## src/rtl/swbus_pkg.sv

```systemverilog
package swbus_pkg;

    localparam int SA_W   = 3;
    localparam int RI_W   = 3;
    localparam int DATA_W = 8;
    localparam int HDR_W  = 1 + SA_W + 1 + RI_W;

    // Slot kinds handed to the bit transceiver
    typedef enum logic [1:0] {
        K_SYNC   = 2'd0,
        K_ZERO   = 2'd1,
        K_ONE    = 2'd2,
        K_LISTEN = 2'd3
    } slot_kind_e;

    typedef enum logic [2:0] {
        PH_IDLE,
        PH_SYNC,
        PH_HDR,
        PH_P1,
        PH_DATA,
        PH_P2,
        PH_ACK
    } phase_e;

    typedef struct packed {
        logic              dir;
        logic [SA_W-1:0]   sa;
        logic              wr;
        logic [RI_W-1:0]   ri;
        logic [DATA_W-1:0] wdata;
    } frame_req_t;

    function automatic logic [HDR_W-1:0] hdr_word(input frame_req_t r);
        return {r.dir, r.sa, r.wr, r.ri};
    endfunction

    function automatic slot_kind_e bit_kind(input logic b);
        return b ? K_ONE : K_ZERO;
    endfunction

endpackage

```

## src/rtl/swbus_slot_seq.sv

```systemverilog
module swbus_slot_seq
    import swbus_pkg::*;
#(
    parameter int SYNC_PULSES = 3,
    parameter int IDX_W       = 3
) (
    input  logic             clk,
    input  logic             rst,
    input  logic             start,
    input  logic             wr,
    input  logic             req_ready,
    input  logic             rsp_valid,
    output phase_e           phase,
    output logic [IDX_W-1:0] idx,
    output logic             req_valid,
    output logic             slot_fire,
    output logic             frame_end
);

    phase_e           phase_q;
    logic [IDX_W-1:0] idx_q;
    logic             wait_q;   // request accepted, response outstanding

    assign phase     = phase_q;
    assign idx       = idx_q;
    assign req_valid = (phase_q != PH_IDLE) && !wait_q;
    assign slot_fire = wait_q && rsp_valid;
    assign frame_end = slot_fire && (phase_q == PH_ACK);

    always_ff @(posedge clk) begin
        if (rst) begin
            phase_q <= PH_IDLE;
            idx_q   <= '0;
            wait_q  <= 1'b0;
        end else if (phase_q == PH_IDLE) begin
            if (start) begin
                phase_q <= PH_SYNC;
                idx_q   <= '0;
                wait_q  <= 1'b0;
            end
        end else if (!wait_q) begin
            if (req_ready) wait_q <= 1'b1;
        end else if (rsp_valid) begin
            wait_q <= 1'b0;
            unique case (phase_q)
                PH_SYNC: begin
                    if (idx_q == IDX_W'(SYNC_PULSES - 1)) begin
                        phase_q <= PH_HDR;
                        idx_q   <= '0;
                    end else begin
                        idx_q <= idx_q + IDX_W'(1);
                    end
                end
                PH_HDR: begin
                    if (idx_q == IDX_W'(HDR_W - 1)) begin
                        phase_q <= PH_P1;
                        idx_q   <= '0;
                    end else begin
                        idx_q <= idx_q + IDX_W'(1);
                    end
                end
                PH_P1: begin
                    phase_q <= PH_DATA;
                    idx_q   <= '0;
                end
                PH_DATA: begin
                    if (idx_q == IDX_W'(DATA_W - 1)) begin
                        phase_q <= PH_P2;
                        idx_q   <= '0;
                    end else begin
                        idx_q <= idx_q + IDX_W'(1);
                    end
                end
                PH_P2:   phase_q <= PH_ACK;
                PH_ACK:  phase_q <= PH_IDLE;
                default: phase_q <= PH_IDLE;
            endcase
        end
    end

    // the slot position never moves while a request waits for acceptance
    p_stray_rsp_r11: assert property (@(posedge clk) disable iff (rst)
        (req_valid && !req_ready) |=> ($stable(phase_q) && $stable(idx_q)));

    // the header starts only after the last sync slot completes
    p_sync_len_r3: assert property (@(posedge clk) disable iff (rst)
        (phase_q == PH_HDR && $past(phase_q) == PH_SYNC)
            |-> ($past(idx_q) == IDX_W'(SYNC_PULSES - 1) && $past(wr) == wr));

endmodule

```

## src/rtl/swbus_tx_map.sv

```systemverilog
module swbus_tx_map
    import swbus_pkg::*;
#(
    parameter int IDX_W = 3
) (
    input  phase_e           phase,
    input  logic [IDX_W-1:0] idx,
    input  frame_req_t       req,
    output slot_kind_e       kind
);

    logic [HDR_W-1:0]  hdr;
    logic [HDR_W-1:0]  hdr_sh;
    logic [DATA_W-1:0] dat_sh;

    assign hdr    = hdr_word(req);
    assign hdr_sh = hdr << idx;        // MSB-first selection
    assign dat_sh = req.wdata << idx;

    always_comb begin
        unique case (phase)
            PH_SYNC: kind = K_SYNC;
            PH_HDR:  kind = bit_kind(hdr_sh[HDR_W-1]);
            PH_P1:   kind = bit_kind(^hdr);
            PH_DATA: kind = req.wr ? bit_kind(dat_sh[DATA_W-1]) : K_LISTEN;
            PH_P2:   kind = req.wr ? bit_kind(^req.wdata) : K_LISTEN;
            PH_ACK:  kind = K_LISTEN;
            default: kind = K_SYNC;
        endcase
    end

endmodule

```

## src/rtl/swbus_rx_capture.sv

```systemverilog
module swbus_rx_capture
    import swbus_pkg::*;
(
    input  logic              clk,
    input  logic              rst,
    input  logic              slot_fire,
    input  phase_e            phase,
    input  logic              wr,
    input  logic              rsp_bit,
    output logic [DATA_W-1:0] rd_data,
    output logic              parity_error,
    output logic              ack_ok
);

    logic [DATA_W-1:0] sh_q;
    logic              p2_q;
    logic [DATA_W-1:0] rd_q;
    logic              perr_q;
    logic              ack_q;

    assign rd_data      = rd_q;
    assign parity_error = perr_q;
    assign ack_ok       = ack_q;

    always_ff @(posedge clk) begin
        if (rst) begin
            sh_q   <= '0;
            p2_q   <= 1'b0;
            rd_q   <= '0;
            perr_q <= 1'b0;
            ack_q  <= 1'b0;
        end else if (slot_fire) begin
            unique case (phase)
                PH_DATA: if (!wr) sh_q <= {sh_q[DATA_W-2:0], rsp_bit};
                PH_P2:   if (!wr) p2_q <= rsp_bit;
                PH_ACK: begin
                    rd_q   <= wr ? '0 : sh_q;
                    perr_q <= !wr && ((^sh_q) != p2_q);
                    ack_q  <= !rsp_bit;
                end
                default: ;
            endcase
        end
    end

    // a write frame never posts a parity error or read data
    p_write_clean_r8: assert property (@(posedge clk) disable iff (rst)
        (slot_fire && phase == PH_ACK && wr) |=> (!perr_q && rd_q == '0));

endmodule

```

## src/rtl/swbus_frame_master.sv

```systemverilog
module swbus_frame_master
    import swbus_pkg::*;
#(
    parameter int SYNC_PULSES = 3
) (
    input  logic              clk,
    input  logic              rst,
    input  logic              start,
    input  logic              dir,
    input  logic [SA_W-1:0]   slave_addr,
    input  logic [RI_W-1:0]   reg_idx,
    input  logic              write,
    input  logic [DATA_W-1:0] wdata,
    output logic              busy,
    output logic              done,
    output logic [DATA_W-1:0] rd_data,
    output logic              parity_error,
    output logic              ack_ok,
    output logic              bit_req_valid,
    input  logic              bit_req_ready,
    output logic [1:0]        bit_req_kind,
    input  logic              bit_rsp_valid,
    input  logic              bit_rsp_bit
);

    localparam int MAXN  = (SYNC_PULSES > HDR_W) ? SYNC_PULSES : HDR_W;
    localparam int IDX_W = $clog2(MAXN);

    frame_req_t       req_q;
    phase_e           phase;
    logic [IDX_W-1:0] idx;
    logic             slot_fire;
    logic             frame_end;
    logic             done_q;
    slot_kind_e       kind;

    assign busy         = (phase != PH_IDLE);
    assign done         = done_q;
    assign bit_req_kind = kind;

    always_ff @(posedge clk) begin
        if (rst) begin
            req_q  <= '0;
            done_q <= 1'b0;
        end else begin
            done_q <= frame_end;
            if (!busy && start)
                req_q <= '{dir: dir, sa: slave_addr, wr: write, ri: reg_idx, wdata: wdata};
        end
    end

    swbus_slot_seq #(.SYNC_PULSES(SYNC_PULSES), .IDX_W(IDX_W)) u_seq (
        .clk       (clk),
        .rst       (rst),
        .start     (start),
        .wr        (req_q.wr),
        .req_ready (bit_req_ready),
        .rsp_valid (bit_rsp_valid),
        .phase     (phase),
        .idx       (idx),
        .req_valid (bit_req_valid),
        .slot_fire (slot_fire),
        .frame_end (frame_end)
    );

    swbus_tx_map #(.IDX_W(IDX_W)) u_tx (
        .phase (phase),
        .idx   (idx),
        .req   (req_q),
        .kind  (kind)
    );

    swbus_rx_capture u_rx (
        .clk          (clk),
        .rst          (rst),
        .slot_fire    (slot_fire),
        .phase        (phase),
        .wr           (req_q.wr),
        .rsp_bit      (bit_rsp_bit),
        .rd_data      (rd_data),
        .parity_error (parity_error),
        .ack_ok       (ack_ok)
    );

    // a pending request holds its kind until accepted
    p_req_hold_r11: assert property (@(posedge clk) disable iff (rst)
        (bit_req_valid && !bit_req_ready) |=> (bit_req_valid && $stable(bit_req_kind)));

    // done is a single-cycle pulse
    p_done_pulse_r10: assert property (@(posedge clk) disable iff (rst)
        done |=> !done);

    // busy is already low while done is high
    p_done_idle_r10: assert property (@(posedge clk) disable iff (rst)
        done |-> !busy);

    // a start during a frame leaves the captured request untouched
    p_start_ignored_r2: assert property (@(posedge clk) disable iff (rst)
        (busy && start) |=> $stable(req_q));

endmodule

```

## config.mk

```make
export PLATFORM = sky130hd
export DESIGN_NAME = swbus_frame_master
export DESIGN_NICKNAME = d
export VERILOG_FILES = /design/src/rtl/swbus_pkg.sv /design/src/rtl/swbus_slot_seq.sv /design/src/rtl/swbus_tx_map.sv /design/src/rtl/swbus_rx_capture.sv /design/src/rtl/swbus_frame_master.sv
export SDC_FILE = /design/constraint.sdc
export NUM_CORES = 1
export LEC_CHECK = 0
export ABC_AREA = 1
export BUFFER_PORTS_ARGS = -buffer_cell sky130_fd_sc_hd__buf_2
export CORE_MARGIN = 2
export CORE_UTILIZATION = 30
export DETAILED_ROUTE_END_ITERATION = 16
export PLACE_DENSITY = 0.47
export SYNTH_ARGS = -nofsm -noshare
export SYNTH_HDL_FRONTEND = slang
export SYNTH_SLANG_ARGS = --single-unit
```

## constraint.sdc

```tcl
create_clock -name clk -period 2.7 [get_ports clk]
set_input_delay 0.405 -clock clk [delete_from_list [all_inputs] [get_ports clk]]
set_output_delay 0.405 -clock clk [all_outputs]
set_load 0.01 [all_outputs]
```

==> results.py, run 1 <==
metrics = {
    "drt": {
        "firstDrtPassIters": 4,
        "wl_per_cell_um": 11.82,
        "ant_nets": 0,
        "vias": 2288,
        "drc_errors": 0,
        "routed_wl_um": 5936,
        "first_iter_violations": 57,
        "vias_per_cell": 4.558,
    },
    "setup_path": {
        "cp-end-kind": "output pin",
        "cpPeakStageDelay_ps": 680,
        "path_max_fanout": 18,
        "critPathKind": "reg -> out",
        "worstPathArrival_ps": 1870,
        "required_ps": 2300,
        "cp-start-kind": "flop",
        "r2r_start": "u_seq.idx[0]$_SDFFE_PP0P_",
        "cp_common_cell": "nand2_1",
        "cp_slowest_cell": "dfxtp_1",
        "critPathLaunch": "u_seq.idx[0]$_SDFFE_PP0P_",
        "cp_cell_sequence": "inv_1, nand2_1, nand3_1, nand3_1, nand2_1, nand2_1, nand2_1, a21oi_1, nand2_1, buf_2",
    },
    "sta": {
        "slew_viol_final": 0,
        "min_period_over_period_pct": 84.31,
        "max_freq_mhz": 439.3,
        "min_period_ps": 2276,
        "setup_viol": 0,
        "final_hold_viol_count": 0,
        "worst_pin_slew_ps": 760.6,
        "skew_ps": 11.67,
        "worst_slack_ps": 423.6,
        "slew-limit-headroom_pct": 49.24,
        "rsz0062_at_grt": "false",
        "tns_ps": 0,
    },
    "synth": {
        "ys_ff_latch": 43,
        "synth_edf_count": 0,
        "synth_area_leaders": "dfxtp_1 (35%), nand2_1 (20%), a21oi_1 (8.2%), inv_1 (5.7%), nand3_1 (4.5%)",
        "synth_cells": 367,
        "yosysTopAreaCellShare_pct": 35.43,
        "ys_warn_count": 0,
        "ys_seq_area_share_pct": 35.43,
        "synth_ff_type": "dfxtp_1",
        "avgSynthCellArea_um2": 6.621,
        "async_flop_share_pct": 0,
        "synth_top_area_cell": "dfxtp_1",
        "syn_area_um2": 2430,
        "synth.net_count": 392,
        "ys_types": 27,
    },
    "power_and_ir_drop": {
        "power.switching_w": 0.0009181,
        "vdd.ir_drop.worst_uv": 226.4,
        "comb_power_share_pct": 39.9,
        "p_leak_nw": 1.279,
        "pwr-share-seq_pct": 39.5,
        "clock_power_share_pct": 20.7,
        "p_sw_share_pct": 42.66,
        "internal_power_w": 0.001234,
        "p_per_area_nw_per_um2": 784.1,
    },
    "final_layout": {
        "drive_gt1_share_pct": 15.25,
        "areaGrowthSynthToFinish_pct": 12.98,
        "multi_input_area_um2": 1326,
        "nets": 424,
        "nFillCells": 879,
        "ff_latch_area_um2": 860.8,
        "diodes": 0,
    },
    "placed_design": {
        "port_buffers": 36,
        "place_worst_setup_slack_ps": 778.1,
        "gp_congestion": 0.7830,
        "dpl.hpwl_um": 4365,
    },
    "global_routing": {
        "track_usage_pct": 14.56,
        "grt-ovfl-total": 0,
        "grt_pass1_vias": 2183,
        "grt_pass1_wl_um": 10160,
        "grt_antenna_before_repair": 0,
        "grt_max_degree": 26,
    },
    "hold_path": {
        "min_path_type": "in -> reg",
        "hold_path_startpoint": "bit_rsp_bit",
    },
    "clock_network": {
        "cts_setup_buffers": 0,
        "cts.htree.levels": 2,
        "clk_latency_ps": 310,
        "cts_hold_buf": 0,
        "cts_resized": 0,
        "cts_made_buffers": 5,
        "cts_tree": "done",
        "cts_root_buf": "clkbuf_8",
        "cts_buffer_depth": 2,
        "clock_sinks": 43,
        "cts.reportedPaths.clkPinSlew_ps": 90,
    },
    "die": {
        "die_height_um": 94.00,
        "design.die.area_um2": 8835,
        "start_util_pct": 31.28,
        "die_width_um": 94.00,
        "coreArea_um2": 7767,
        "fp-row-count": 32,
        "ios": 37,
    },
    "flow_run": {
        "drv_cap": 0,
    },
    "outcome": {
        "status": "complete, no violations",
    },
}
[state kept, by name, indices dropped and copies added, names as in the netlist]
register           flops
req_q                 16
u_rx.rd_data           8
u_rx.sh_q              8
u_seq.idx              3
u_seq.phase            3
done                   1
u_rx.ack_ok            1
u_rx.p2_q              1
u_rx.parity_error      1
u_seq.wait_q           1
[worst paths after layout]
| path | cells past startpoint | end | slack (ps) |
|---|---|---|---|
| setup / recovery | 10 | bit_req_kind[0] | 420 |
| hold / removal | 2 | u_rx.ack_ok$_SDFFE_PP0P_ | 310 |
| setup reg to reg | 8 | u_seq.phase[0]$_SDFFE_PP0P_ | 890 |
| hold reg to reg | 2 | u_rx.rd_data[2]$_SDFFE_PP0P_ | 470 |
[logic make-up (layout without fill, tap and decap cells)]
| group | Yosys count | count (layout) | share of synthesized area (%) |
|---|---|---|---|
| AND/OR/NAND/NOR | 178 | 178 | 30.59 |
| AO/OA/AOI/OAI | 75 | 75 | 16.68 |
| buffers and inverters | 52 | 85 | 9.989 |
| flip-flops | 43 | 43 | 35.43 |
| XOR/XNOR | 16 | 16 | 5.767 |
| adder cells (fa/ha/maj) | 3 | 3 | 1.545 |
[layer usage]
metal	track usage [%]	part of all wire [%]
met4	3.623	0.89
met5	0	0
met3	3.291	2.6
met1	18.17	49
met2	25.30	47
[critical path, delay by kind of cell, from the launching register on]
kind,cells,cell delay [ps]
AND/OR/NAND/NOR,7,480
flip-flops,1,680
AO/OA/AOI/OAI,1,120
buffers and inverters,2,310
[cell usage in the layout, fill, tap and decap left out, drive strengths merged]
cell type	n
buf	37
ha	3
a21oi	41
inv	41
o211ai	8
dfxtp	43
o21ai	24
nand2	138
xor2	8
nor2	17
clkinvlp	2
and3	1
clkbuf	5
xnor2	8
nand3	22
a311oi	1
a211oi	1
[power groups by stage]
stage	sequential (W)	combinational, W	clock [W]
floorplan	0.000815	0.000735	0
detailed placement	0.000864	0.000865	0
global placement	0.000862	0.000860	0
finish	0.000849	0.000858	0.000445
CTS	0.000849	0.000869	0.000464
global route	0.000868	0.000996	0.000499
[stage by stage]
| step | utilization, % | power (W) | std cells | hold slack [ps] | instance area, um^2 |
|---|---|---|---|---|---|
| 2_1_floorplan | - | 0.001550 | 367 | 459.0 | 2430 |
| 4_1_cts | 35.34 | 0.002182 | 502 | 293.2 | 2745 |
| 5_1_grt | 35.34 | 0.002363 | 502 | 299.4 | 2745 |
| 6_report | 35.34 | 0.002152 | 502 | 306.5 | 2745 |
| 3_5_place_dp | 34.15 | 0.001729 | 494 | 455.4 | 2653 |
| 3_3_place_gp | 34.15 | 0.001722 | 494 | 453.0 | 2653 |
[area by class of cell]
class | count | area share (%)
Sequential cell | 43 | 31.36
Multi-Input combinational cell | 272 | 48.31
Clock buffer | 5 | 2.507
Inverter | 40 | 5.469
Timing Repair Buffer | 37 | 6.837
Clock inverter | 3 | 0.8660
Tap cell | 102 | 4.649
[synthesized netlist by cell type (2+ instances only)]
| cell type | count |
|---|---|
| nand2_4 | 2 |
| o21ai_0 | 15 |
| ha_1 | 3 |
| nand2_2 | 6 |
| nand2_1 | 130 |
| clkbuf_1 | 3 |
| buf_4 | 3 |
| nor2_2 | 3 |
| buf_2 | 3 |
| inv_1 | 37 |
| xor2_1 | 8 |
| inv_2 | 3 |
| o211ai_1 | 8 |
| o21ai_1 | 9 |
| xnor2_1 | 8 |
| nor2_1 | 13 |
| nand3_1 | 22 |
| a21oi_1 | 40 |
| dfxtp_1 | 43 |
Power figures use the tool's default switching activity.
==> run 2: changes to the inputs <==
--- a/config.mk
+++ b/config.mk
@@ -5,7 +5,7 @@
 export SDC_FILE = /design/constraint.sdc
 export NUM_CORES = 1
 export LEC_CHECK = 0
-export ABC_AREA = 1
+export ABC_AREA = 0
 export BUFFER_PORTS_ARGS = -buffer_cell sky130_fd_sc_hd__buf_2
 export CORE_MARGIN = 2
 export CORE_UTILIZATION = 30
==> constraint.sdc (replaced) <==
create_clock -name clk -period 2.2 [get_ports clk]
set_input_delay 0.33 -clock clk [delete_from_list [all_inputs] [get_ports clk]]
set_output_delay 0.33 -clock clk [all_outputs]
set_load 0.01 [all_outputs]
==> run 2 against run 1 <==
  * The flow now finishes with violations (setup timing)
  * Clock skew is 6.4 ps lower
  * Sequential share of layout area up 2.5 points
  * Sequential power shrank 2.8%
  * Area after synthesis down 13%
  * Setup slack lost 520 ps
  * First-iteration DRC count rose by 5.3%
  * Non-clock buffer count up 11
  * Final area decreased by 6.4%
  * Global-route usage shrank 1.0 points
  * Register-to-register slack lost 490 ps
  * Utilization is 2.3 points higher
  * Critical path depth shrank 5
==> results.py, run 2 <==
metrics = {
    "sta": {
        "final_hold_viol_count": 0,
        "worst_pin_slew_ps": 814.6,
        "min_period_ps": 2292,
        "max_freq_mhz": 436.3,
        "setup_viol": 1,
        "slew_viol_final": 0,
        "min_period_over_period_pct": 104.2,
        "rsz0062_at_grt": "true",
        "worst_slack_ps": -91.80,
        "slew-limit-headroom_pct": 45.70,
        "skew_ps": 5.269,
    },
    "power_and_ir_drop": {
        "p_leak_nw": 0.9884,
        "power.switching_w": 0.0004064,
        "vdd.ir_drop.worst_uv": 203.1,
        "pwr-share-seq_pct": 51.5,
        "p_sw_share_pct": 25.38,
        "internal_power_w": 0.001195,
        "comb_power_share_pct": 14.5,
        "power_w": 0.001601,
        "p_per_area_nw_per_um2": 623.4,
        "clock_power_share_pct": 34.0,
    },
    "synth": {
        "ys_seq_area_share_pct": 40.61,
        "synth_top_area_cell": "dfxtp_1",
        "synth_area_leaders": "dfxtp_1 (41%), xnor2_1 (7.9%), nand2_1 (7.6%), a21oi_1 (6.1%), mux2i_1 (5.7%)",
        "synth_common_cells": "dfxtp_1 (43), nand2_1 (43), nor2_1 (29)",
        "ys_ff_latch": 43,
        "syn_area_um2": 2120,
        "synth_ff_type": "dfxtp_1",
        "synth_cells": 245,
        "yosysTopAreaCellShare_pct": 40.61,
        "synth_edf_count": 0,
        "ys_types": 41,
        "avgSynthCellArea_um2": 8.651,
        "async_flop_share_pct": 0,
        "synth.net_count": 270,
        "ys_warn_count": 0,
    },
    "final_layout": {
        "final_util_pct": 37.60,
        "areaGrowthSynthToFinish_pct": 21.19,
        "final_common_cell": "nand2_1",
        "drive_gt1_share_pct": 24.13,
        "final_cell_mix": "nand2_1 (43), dfxtp_1 (40), buf_2 (36), nor2_1 (29), a21oi_1 (26)",
        "largest_reg_flops": 16,
        "nets": 310,
        "top_register": "req_q",
        "nFillCells": 768,
        "diodes": 0,
        "ff_latch_area_um2": 869.6,
        "multi_input_area_um2": 1190,
    },
    "die": {
        "start_util_pct": 31.03,
        "die_height_um": 88.06,
        "design.die.area_um2": 7754,
        "fp-row-count": 30,
        "die_width_um": 88.06,
        "ios": 37,
        "coreArea_um2": 6832,
    },
    "clock_network": {
        "cts_hold_buf": 0,
        "cts_root_buf": "clkbuf_8",
        "clock_sinks": 43,
        "cts_tree": "done",
        "clk_latency_ps": 290,
        "cts.reportedPaths.clkPinSlew_ps": 80,
        "cts_buffer_depth": 2,
        "cts_made_buffers": 5,
        "cts.htree.levels": 2,
    },
    "drt": {
        "met1Wirelength_um": 2457,
        "vias_per_cell": 4.678,
        "routed_wl_um": 4804,
        "drc_errors": 0,
        "ant_nets": 0,
        "first_iter_violations": 60,
        "wl_met2_um": 2024,
        "firstDrtPassIters": 4,
        "route.met3.wl_um": 214,
        "wl_per_cell_um": 12.58,
        "route.top_layer_used": "met4",
        "vias": 1787,
    },
    "placed_design": {
        "port_buffers": 36,
        "dpl.hpwl_um": 3353,
        "gp_congestion": 0.8397,
    },
    "global_routing": {
        "grt_pass1_wl_um": 8190,
        "grt_antenna_before_repair": 0,
        "grt_pass1_vias": 1708,
        "grt-ovfl-total": 0,
        "grt_max_degree": 44,
        "track_usage_pct": 13.52,
    },
    "setup_path": {
        "worstPathArrival_ps": 1960,
        "cp-start-kind": "flop",
        "critPathKind": "reg -> out",
        "required_ps": 1870,
        "cp-end-kind": "output pin",
        "path_max_fanout": 3,
    },
    "outcome": {
        "violations": "setup timing",
        "status": "finished with violations",
    },
    "hold_path": {
        "min_path_type": "in -> reg",
    },
    "flow_run": {
        "drv_cap": 0,
    },
}
[run 2: what timing repair did]
item                       CTS  global route
setup endpoints to repair    2             2
gates cloned                 0             0
gates resized for setup      7             4
pin swaps                    3             5
setup buffers                4             2
[run 2: per-stage QoR]
stage	hold WS, ps	area (um^2)	setup TNS, ps	instances	setup WS, ps
floorplan	457.0	2120	0	245	251.5
global placement	449.6	2404	0	370	101.7
detailed placement	445.8	2404	0	370	73.49
CTS	259.8	2545	-96.75	382	-96.75
global route	262.5	2569	-217.4	382	-180.0
finish	269.1	2569	-91.80	382	-91.80
[run 2: critical path, cell delays in order, from the launching register on]
cell and delay, ps:
dfxtp_4 370, mux4_2 500, mux2i_2 190, o22ai_1 100
or3_1 360, buf_2 150
[run 2: logic make-up (layout without fill, tap and decap cells)]
family                     Yosys count  count (layout)  share of synthesized area [%]
AOI/OAI and AO/OA                   50              50                          14.40
muxes                               16              16                          10.09
xor gates and xnor gates            22              22                          9.740
and+or+nand+nor                     93              93                          19.24
adders and majority gates            3               3                          1.771
DFF                                 43              43                          40.61
buffers and inverters               18              59                          4.133
[run 2: path summary, 6_finish.rpt]
check                                               startpoint                              to  slack (ps)  cells after the start
worst max register to register       u_seq.idx[1]$_SDFFE_PP0P_       u_seq.idx[1]$_SDFFE_PP0P_         400                      8
worst min register to register  u_rx.parity_error$_SDFFE_PP0P_  u_rx.parity_error$_SDFFE_PP0P_         460                      2
worst min-delay path                                  wdata[6]           req_q[6]$_SDFFE_PP0P_         270                      3
worst max-delay path                 u_seq.idx[1]$_SDFFE_PP0P_                 bit_req_kind[1]         -90                      5
[run 2: layout make-up]
class	count	share of cell area, %
clock buffer	8	3.897
inverter	3	0.4384
multi-input combinational	184	46.32
sequential	43	33.85
tap	96	4.676
timing repair buffer	48	10.81
[run 2: per-layer routing]
layer / global-route usage, % / up-vias
li1: - / 924
met1: 19.61 / 815
met2: 19.15 / 39
met3: 3.110 / 9
met4: 5.785 / 0
met5: 0 / -
[run 2: power groups by stage]
stage	logic [W]	clock network, W	registers, W
global placement	0.000223	0	0.000845
CTS	0.000233	0.000571	0.000825
detailed placement	0.000223	0	0.000845
global route	0.000260	0.000602	0.000829
finish	0.000232	0.000544	0.000825
floorplan	0.000165	0	0.000837
==> run 3: changes to the inputs <==
--- a/config.mk
+++ b/config.mk
@@ -8,9 +8,9 @@
 export ABC_AREA = 0
 export BUFFER_PORTS_ARGS = -buffer_cell sky130_fd_sc_hd__buf_2
 export CORE_MARGIN = 2
-export CORE_UTILIZATION = 30
+export CORE_UTILIZATION = 40
 export DETAILED_ROUTE_END_ITERATION = 16
-export PLACE_DENSITY = 0.47
+export PLACE_DENSITY = 0.59
 export SYNTH_ARGS = -nofsm -noshare
 export SYNTH_HDL_FRONTEND = slang
 export SYNTH_SLANG_ARGS = --single-unit
==> run 3 against run 2 <==
  * Clock skew increased by 2.6 ps
  * Combinational power decreased by 4%
  * Critical endpoint unchanged
  * Count of clock-buffer cells in the layout is 2 lower
  * The flow still finishes with violations (setup timing)
  * Final cell count is 7.1% lower
  * Largest power group unchanged
  * Highest routed layer unchanged
  * Worst hold slack worse by 4.4 ps
  * Sequential power increased by 0.6%
  * Global-route usage rose by 3.2 points
==> results.py, run 3 (same netlist as run 2, synthesis figures left out) <==
metrics = {
    "sta": {
        "min_period_over_period_pct": 103.9,
        "slew-limit-headroom_pct": 48.94,
        "min_period_ps": 2286,
        "worst_slack_ps": -86.12,
        "slew_viol_final": 0,
        "rsz0062_at_grt": "true",
        "skew_ps": 7.828,
        "tns_ps": -86.12,
        "setup_viol": 1,
        "holdWs_ps": 264.7,
        "max_freq_mhz": 437.4,
        "worst_pin_slew_ps": 765.8,
        "final_hold_viol_count": 0,
    },
    "setup_path": {
        "cp-start-kind": "flop",
        "rrSetupSlack_ps": 380,
        "r2r_cells": 5,
        "cp-end-kind": "output pin",
        "critPathKind": "reg -> out",
        "path_max_fanout": 4,
        "worstPathArrival_ps": 1960,
        "timing.rr.end": "u_rx.sh_q[0]$_SDFFE_PP0P_",
        "required_ps": 1870,
        "r2r_start": "u_seq.phase[0]$_SDFFE_PP0P_",
    },
    "hold_path": {
        "min_path_type": "in -> reg",
        "hold_depth": 3,
        "hold_end": "req_q[4]$_SDFFE_PP0P_",
        "hold_path_startpoint": "wdata[4]",
    },
    "clock_network": {
        "cts_buffer_depth": 2,
        "clk_latency_ps": 290,
        "clock_sinks": 43,
        "cts_hold_buf": 0,
        "cts_root_buf": "clkbuf_8",
        "cts_tree": "done",
        "cts.htree.levels": 2,
        "cts.reportedPaths.clkPinSlew_ps": 80,
        "cts_made_buffers": 5,
    },
    "power_and_ir_drop": {
        "power.switching_w": 0.0004079,
        "comb_power_share_pct": 14.5,
        "p_per_area_nw_per_um2": 616.9,
        "p_sw_share_pct": 26.58,
        "internal_power_w": 0.001127,
        "power_w": 0.001535,
        "vdd.ir_drop.worst_uv": 329.5,
        "clock_power_share_pct": 31.4,
        "p_leak_nw": 0.9675,
        "pwr-share-seq_pct": 54.1,
    },
    "drt": {
        "firstDrtPassIters": 4,
        "first_iter_violations": 130,
        "vias_per_cell": 5.020,
        "drc_errors": 0,
        "ant_nets": 0,
        "vias": 1782,
        "wl_per_cell_um": 12.91,
        "routed_wl_um": 4582,
    },
    "die": {
        "coreArea_um2": 5107,
        "design.die.area_um2": 5897,
        "start_util_pct": 41.50,
        "die_height_um": 76.80,
        "fp-row-count": 26,
        "die_width_um": 76.80,
        "ios": 37,
    },
    "final_layout": {
        "largest_reg_flops": 16,
        "drive_gt1_share_pct": 23.16,
        "final_cell_mix": "nand2_1 (43), dfxtp_1 (40), buf_2 (36), nor2_1 (29), a21oi_1 (26)",
        "diodes": 0,
        "areaGrowthSynthToFinish_pct": 17.36,
        "nets": 309,
        "nFillCells": 535,
        "final_common_cell": "nand2_1",
        "top_register": "req_q",
    },
    "global_routing": {
        "grt_max_degree": 44,
        "track_usage_pct": 16.68,
        "grt_pass1_wl_um": 7983,
        "grt-ovfl-total": 0,
        "grt_pass1_vias": 1708,
        "grt_antenna_before_repair": 0,
    },
    "placed_design": {
        "gp_congestion": 0.7703,
        "dpl.hpwl_um": 3246,
        "port_buffers": 36,
    },
    "outcome": {
        "violations": "setup timing",
        "status": "finished with violations",
    },
    "flow_run": {
        "drv_cap": 0,
    },
}
[run 3: routing by layer]
layer,global-route usage [%],share of wire [%],up-vias,wire length (um)
met4,6.364,0.96,0,44
met1,21.99,49,824,2226
met5,0,0,-,0
met3,4.000,4.3,5,195
met2,26.40,46,34,2116
li1,-,-,919,-
[run 3: per-stage QoR]
step / worst slack (ps) / utilization (%) / instances / cell area [um^2]
after floorplan: 251.5 / - / 245 / 2120
after global placement: 112.9 / 46.28 / 343 / 2364
after detailed placement: 34.06 / 46.28 / 343 / 2364
after CTS: -101.6 / 48.68 / 355 / 2486
after global routing: -166.6 / 48.70 / 355 / 2487
final: -86.12 / 48.70 / 355 / 2487
[run 3: area by class of cell]
| class | count | area, um^2 | area share [%] |
|---|---|---|---|
| Clock inverter | 2 | 12.51 | 0.5030 |
| Multi-Input combinational cell | 184 | 1171 | 47.08 |
| Timing Repair Buffer | 47 | 262.8 | 10.56 |
| Sequential cell | 43 | 869.6 | 34.96 |
| Tap cell | 70 | 87.58 | 3.521 |
| Clock buffer | 6 | 72.57 | 2.917 |
| Inverter | 3 | 11.26 | 0.4527 |
[run 3: repair_timing]
| item | CTS | global route |
|---|---|---|
| resized for setup | 6 | 1 |
| buffers inserted | 6 | 1 |
| pin swaps | 6 | 3 |
| setup endpoints to repair | 2 | 2 |
[run 3: power by group through the flow]
stage | Sequential (W) | Clock [W] | Combinational (W)
floorplan | 0.000837 | 0 | 0.000165
global placement | 0.000850 | 0 | 0.000211
detailed placement | 0.000851 | 0 | 0.000213
CTS | 0.000830 | 0.000504 | 0.000221
global route | 0.000836 | 0.000539 | 0.000247
finish | 0.000830 | 0.000482 | 0.000222
[run 3: how the worst max path moves through the flow]
stage | end | slack, ps | from | cells past startpoint
5_1_grt | bit_req_kind[1] | -170 | u_seq.idx[1]$_SDFFE_PP0P_ | 5
3_5_place_dp | bit_req_kind[1] | 30 | u_seq.idx[0]$_SDFFE_PP0P_ | 5
3_3_place_gp | bit_req_kind[1] | 110 | u_seq.idx[1]$_SDFFE_PP0P_ | 5
6_report | bit_req_kind[1] | -90 | u_seq.idx[1]$_SDFFE_PP0P_ | 5
2_1_floorplan | bit_req_kind[1] | 250 | u_seq.idx[1]$_SDFFE_PP0P_ | 4
4_1_cts | bit_req_kind[1] | -100 | u_seq.idx[1]$_SDFFE_PP0P_ | 5
[run 3: critical path, stage by stage, from the launching register on]
cell     delay [ps]
dfxtp_4         380
mux4_2          490
mux2i_1         180
o22ai_1          90
or3_1           370
buf_2           150
